===== src/rtl/i2c_stat_pkg.sv =====
package i2c_stat_pkg;
  localparam int unsigned REG_W = 8;

  localparam int unsigned B_ADDR = 7;
  localparam int unsigned B_BYTE = 6;
  localparam int unsigned B_STOP = 5;
  localparam int unsigned B_SEL  = 4;
  localparam int unsigned B_ARB  = 3;
  localparam int unsigned B_BUSY = 2;
  localparam int unsigned B_TX   = 1;
  localparam int unsigned B_ACK  = 0;

  // which positions are sticky, interrupt sources, SCL-hold sources
  localparam logic [REG_W-1:0] STICKY_MASK = 8'b1111_1001;
  localparam logic [REG_W-1:0] IRQ_MASK    = 8'b1111_1000;
  localparam logic [REG_W-1:0] HOLD_MASK   = 8'b1101_1000;
endpackage


===== src/rtl/i2c_stat_flag.sv =====
module i2c_stat_flag (
  input  logic clk,
  input  logic rst_n,
  input  logic set_i,
  input  logic clr_i,
  output logic q_o
);
  logic q;

  always_ff @(posedge clk) begin
    if (!rst_n)      q <= 1'b0;
    else if (set_i)  q <= 1'b1;   // set beats clear
    else if (clr_i)  q <= 1'b0;
  end

  assign q_o = q;

  p_set_wins_r5: assert property (@(posedge clk) disable iff (!rst_n)
    set_i |=> q_o);
  p_clear_r4: assert property (@(posedge clk) disable iff (!rst_n)
    (clr_i && !set_i) |=> !q_o);
  p_hold_r4: assert property (@(posedge clk) disable iff (!rst_n)
    (!clr_i && !set_i) |=> $stable(q_o));
endmodule


===== src/rtl/i2c_stat_irq.sv =====
module i2c_stat_irq
  import i2c_stat_pkg::*;
(
  input  logic             clk,
  input  logic             rst_n,
  input  logic [REG_W-1:0] flags_i,
  output logic             irq_o,
  output logic             hold_o
);
  assign irq_o  = |(flags_i & IRQ_MASK);
  assign hold_o = |(flags_i & HOLD_MASK);

  p_hold_needs_irq_r8: assert property (@(posedge clk) disable iff (!rst_n)
    hold_o |-> irq_o);
  p_stop_alone_r8: assert property (@(posedge clk) disable iff (!rst_n)
    ((flags_i & IRQ_MASK) == (REG_W'(1) << B_STOP)) |-> (irq_o && !hold_o));
endmodule


===== src/rtl/i2c_stat_reg.sv =====
module i2c_stat_reg
  import i2c_stat_pkg::*;
(
  input  logic       clk,
  input  logic       rst_n,
  input  logic       wr_en,
  input  logic [7:0] wr_data,
  output logic [7:0] rd_data,
  input  logic       master_mode,
  input  logic       ev_addr_ack,
  input  logic       ev_gcall,
  input  logic       ev_byte_done,
  input  logic       ev_stop,
  input  logic       ev_slave_sel,
  input  logic       ev_arb_lost,
  input  logic       ev_ack_rx,
  input  logic       bus_busy,
  input  logic       is_tx,
  output logic       irq,
  output logic       scl_hold
);
  logic [REG_W-1:0] ev_vec, live_vec, flags;

  always_comb begin
    ev_vec         = '0;
    ev_vec[B_ADDR] = master_mode ? ev_addr_ack : ev_gcall;
    ev_vec[B_BYTE] = ev_byte_done;
    ev_vec[B_STOP] = ev_stop;
    ev_vec[B_SEL]  = ev_slave_sel;
    ev_vec[B_ARB]  = ev_arb_lost;
    ev_vec[B_ACK]  = ev_ack_rx;
    live_vec         = '0;
    live_vec[B_BUSY] = bus_busy;
    live_vec[B_TX]   = is_tx;
  end

  for (genvar i = 0; i < REG_W; i++) begin : g_bit
    if (STICKY_MASK[i]) begin : g_sticky
      i2c_stat_flag u_flag (
        .clk   (clk),
        .rst_n (rst_n),
        .set_i (ev_vec[i]),
        .clr_i (wr_en && !wr_data[i]),
        .q_o   (flags[i])
      );
    end else begin : g_live
      assign flags[i] = live_vec[i];
    end
  end

  assign rd_data = flags;

  i2c_stat_irq u_irq (
    .clk     (clk),
    .rst_n   (rst_n),
    .flags_i (flags),
    .irq_o   (irq),
    .hold_o  (scl_hold)
  );

  p_bit7_src_r3: assert property (@(posedge clk) disable iff (!rst_n)
    (master_mode && ev_addr_ack) |=> rd_data[B_ADDR]);
  p_live_after_write_r6: assert property (@(posedge clk) disable iff (!rst_n)
    wr_en |=> (rd_data[B_BUSY] == bus_busy && rd_data[B_TX] == is_tx));
  p_ack_no_irq_r9: assert property (@(posedge clk) disable iff (!rst_n)
    (ev_ack_rx && ev_vec[7:3] == 5'd0 && rd_data[7:3] == 5'd0) |=> !irq);
endmodule


===== config.mk =====
export PLATFORM = sky130hd
export DESIGN_NAME = i2c_stat_reg
export DESIGN_NICKNAME = d
export VERILOG_FILES = /design/src/rtl/i2c_stat_pkg.sv /design/src/rtl/i2c_stat_flag.sv /design/src/rtl/i2c_stat_irq.sv /design/src/rtl/i2c_stat_reg.sv
export SDC_FILE = /design/constraint.sdc
export NUM_CORES = 1
export LEC_CHECK = 0
export ABC_AREA = 1
export ABC_CLOCK_PERIOD_IN_PS = 1450
export BUFFER_PORTS_ARGS = -buffer_cell sky130_fd_sc_hd__buf_4
export CAP_MARGIN = 15
export CORE_AREA = 4 4 41 43
export CTS_BUF_LIST = sky130_fd_sc_hd__clkbuf_16
export CTS_CLUSTER_SIZE = 14
export DETAILED_ROUTE_END_ITERATION = 8
export DIE_AREA = 0 0 45 47
export SKIP_CTS_REPAIR_TIMING = 1
export SLEW_MARGIN = 0
export SYNTH_ARGS = -nofsm -noshare
export SYNTH_HDL_FRONTEND = slang
export SYNTH_SLANG_ARGS = --single-unit

===== constraint.sdc =====
create_clock -name clk -period 1.45 [get_ports clk]
set_input_delay 0.435 -clock clk [delete_from_list [all_inputs] [get_ports clk]]
set_output_delay 0.435 -clock clk [all_outputs]
set_load 0.05 [all_outputs]

==> qor.json <==
{
  "run_status": "finished with violations",
  "violations_in_the_final_reports": "negative setup slack",
  "globalRouteMet2Util_pct": 11.3,
  "placedCellCount": 85,
  "netlist_instances": 54,
  "rsz0062_at_grt": "yes",
  "largest_register_ff_count": 6,
  "track_usage_pct": 8.08,
  "average_footprint_of_a_synthesized_cell_um2": 6.30,
  "max_slew.worst_pin.slew_ns": 0.192,
  "critical_path_data_required_time_ns": 1.02,
  "floorplan.rows": 13,
  "post-dp-hpwl_um": 580,
  "timing.hold.worst_path_depth": 3,
  "yosys_top_cell_by_area": "dfxtp_1",
  "final-max-slew-violation-count": 0,
  "antenna_diode_instance_count": 0,
  "path_buf_inv": 1,
  "final_common_cell": "buf_4",
  "antenna_left": 0,
  "finish.net_count": 96,
  "path_delay_family": "simple AND/OR/NAND/NOR gates",
  "max-vdd-ir-drop_mv": 1.22,
  "synth_top_cells_by_area": "dfxtp_1, buf_4, nand2_1, inv_1, a21oi_1",
  "detail_route.first_pass.iterations": 2,
  "via_count": 337,
  "cp-end-kind": "output pin",
  "root_buffer": "clkbuf_16",
  "timing.final.hold_violations": 0,
  "synth.yosys.warnings": 0,
  "clk_pin_slew_worst_paths_ns": 0.03,
  "tritoncts": "yes",
  "commonest_non_fill_non_tap_cells_in_the_layout": "buf_4, inv_1, nand2_1, a21oi_1, dfxtp_1",
  "critical_path_depth": 4,
  "cp_slowest_cell": "dfxtp_2",
  "flow.area_growth_from_synthesis_pct": 68.8,
  "grt_overflow": 0,
  "postLayoutCellArea_um2": 574,
  "place_worst_setup_slack_ns": 0.0850,
  "whs_ns": 0.457,
  "finClkSkew_ns": 0,
  "antenna_violations_before_repair": 0,
  "worst-path-max-fanout": 3,
  "post_dp_cell_area_um2": 484,
  "synth_fp_nets": 75,
  "finish.utilization_pct": 44.1,
  "number_of_clock_sinks": 6,
  "vias_in_the_first_global_route": 287,
  "yosysTopAreaCellShare_pct": 35.3,
  "drtIter0Drc": 1,
  "worst-r2r-cell-count": 2,
  "min_period_over_period_pct": 105,
  "worst-setup-path-type": "flop to output pin",
  "setup_viol_count_final": 1,
  "timing.final.crit_period_ns": 1.52,
  "timing.max_slew.rel_slack_pct": 87.2,
  "grt_start_max_net_pins": 7,
  "finalSetupTns_ns": -0.0716,
  "ys_seq_elements": 6,
  "finalWorstSetupSlack_ns": -0.0716,
  "slowest_stage_delay_cp_ns": 0.33,
  "drive_above_1_share_pct": 43.8,
  "finalWirelength_um": 708,
  "design.core.area_um2": 1300,
  "die_h_um": 47,
  "number_of_buffers_added_by_the_clock_tree_synthesis_step": 3,
  "nFillCells": 140,
  "num_io_pins": 31,
  "leakagePower_nw": 0.339,
  "met1_usage_pct": 8.26,
  "clk_latency_ns": 0.22,
  "portBuffers": 24,
  "die_width_um": 45,
  "start_util_pct": 26.2,
  "floorplan.die_area_um2": 2120,
  "drt_drc_violations_left": 0,
  "maxCapViolCount": 0,
  "timing.critical_path.arrival_ns": 1.09,
  "worstHoldPathType": "input port to flop",
  "global_route.peak_usage_layer": "met2",
  "routedWlPerCell_um": 8.05,
  "p_per_area_nw_per_um2": 1370,
  "ys_types": 7,
  "worstPathCellList": "nor2_4 > nand2_2 > or2_4 > buf_6",
  "htree_levels": 1,
  "cts_buffer_depth": 2,
  "netlist_area_um2": 340,
  "gp_routability_congestion": 0.654,
  "cell_count_final_fillers_out": 88,
  "max_clock_freq_ghz": 0.657,
  "fin_total_pwr_mw": 0.786,
  "grt_first_pass_wirelength_mm": 1.10,
  "grt_met3_usage_pct": 7.66,
  "worst_setup_sp_type": "flop",
  "vias_per_cell": 3.83,
  "synth_seq_area_share_pct": 35.3
}
## power breakdown
group / total (mW) / switching, mW / internal, mW
Sequential: 0.190 / 0.0110 / 0.179
Combinational: 0.160 / 0.0925 / 0.0674
Clock: 0.436 / 0.0829 / 0.353
## cell families (layout without fill, tap and decap cells)
| logic type | Yosys count | after routing | share of synthesized area (%) |
|---|---|---|---|
| AND/OR/NAND/NOR | 19 | 19 | 21.7 |
| flip-flops | 6 | 6 | 35.3 |
| buffers and inverters | 23 | 42 | 34.2 |
| AO/OA/AOI/OAI | 6 | 6 | 8.82 |
## worst min-delay path: stages
cell,delay (ns)
buf_4,0.11
inv_1,0.04
a21oi_1,0.05
## synth_stat cells, drive strengths merged
| master | number |
|---|---|
| nand2 | 16 |
| inv | 15 |
| buf | 8 |
| a21oi | 6 |
| dfxtp | 6 |
| nor2 | 2 |
| or2 | 1 |
## routing by layer
metal  wire length (um)  up-vias
li1                   -      188
met1                246      132
met2                333       17
met3                128        0
met4                  0        0
met5                  0        -
## path summary, 6_finish.rpt
| kind | start | endpoint | slack [ns] |
|---|---|---|---|
| worst min-delay path | ev_slave_sel | g_bit[4].g_sticky.u_flag.q_o | 0.46 |
| worst max register to register | g_bit[7].g_sticky.u_flag.q_o | g_bit[7].g_sticky.u_flag.q_o | 0.83 |
| worst max-delay path | g_bit[7].g_sticky.u_flag.q_o | irq | -0.07 |
| worst min register to register | g_bit[0].g_sticky.u_flag.q_o | g_bit[0].g_sticky.u_flag.q_o | 0.46 |
## final cells by class
| class | count | area (um^2) | share of cell area (%) |
|---|---|---|---|
| Tap cell | 15 | 18.8 | 3.27 |
| Clock buffer | 3 | 75.1 | 13.1 |
| Inverter | 15 | 56.3 | 9.80 |
| Multi-Input combinational cell | 25 | 119 | 20.7 |
| Timing Repair Buffer | 24 | 184 | 32.0 |
| Sequential cell | 6 | 121 | 21.1 |
Power figures use the tool's default switching activity.
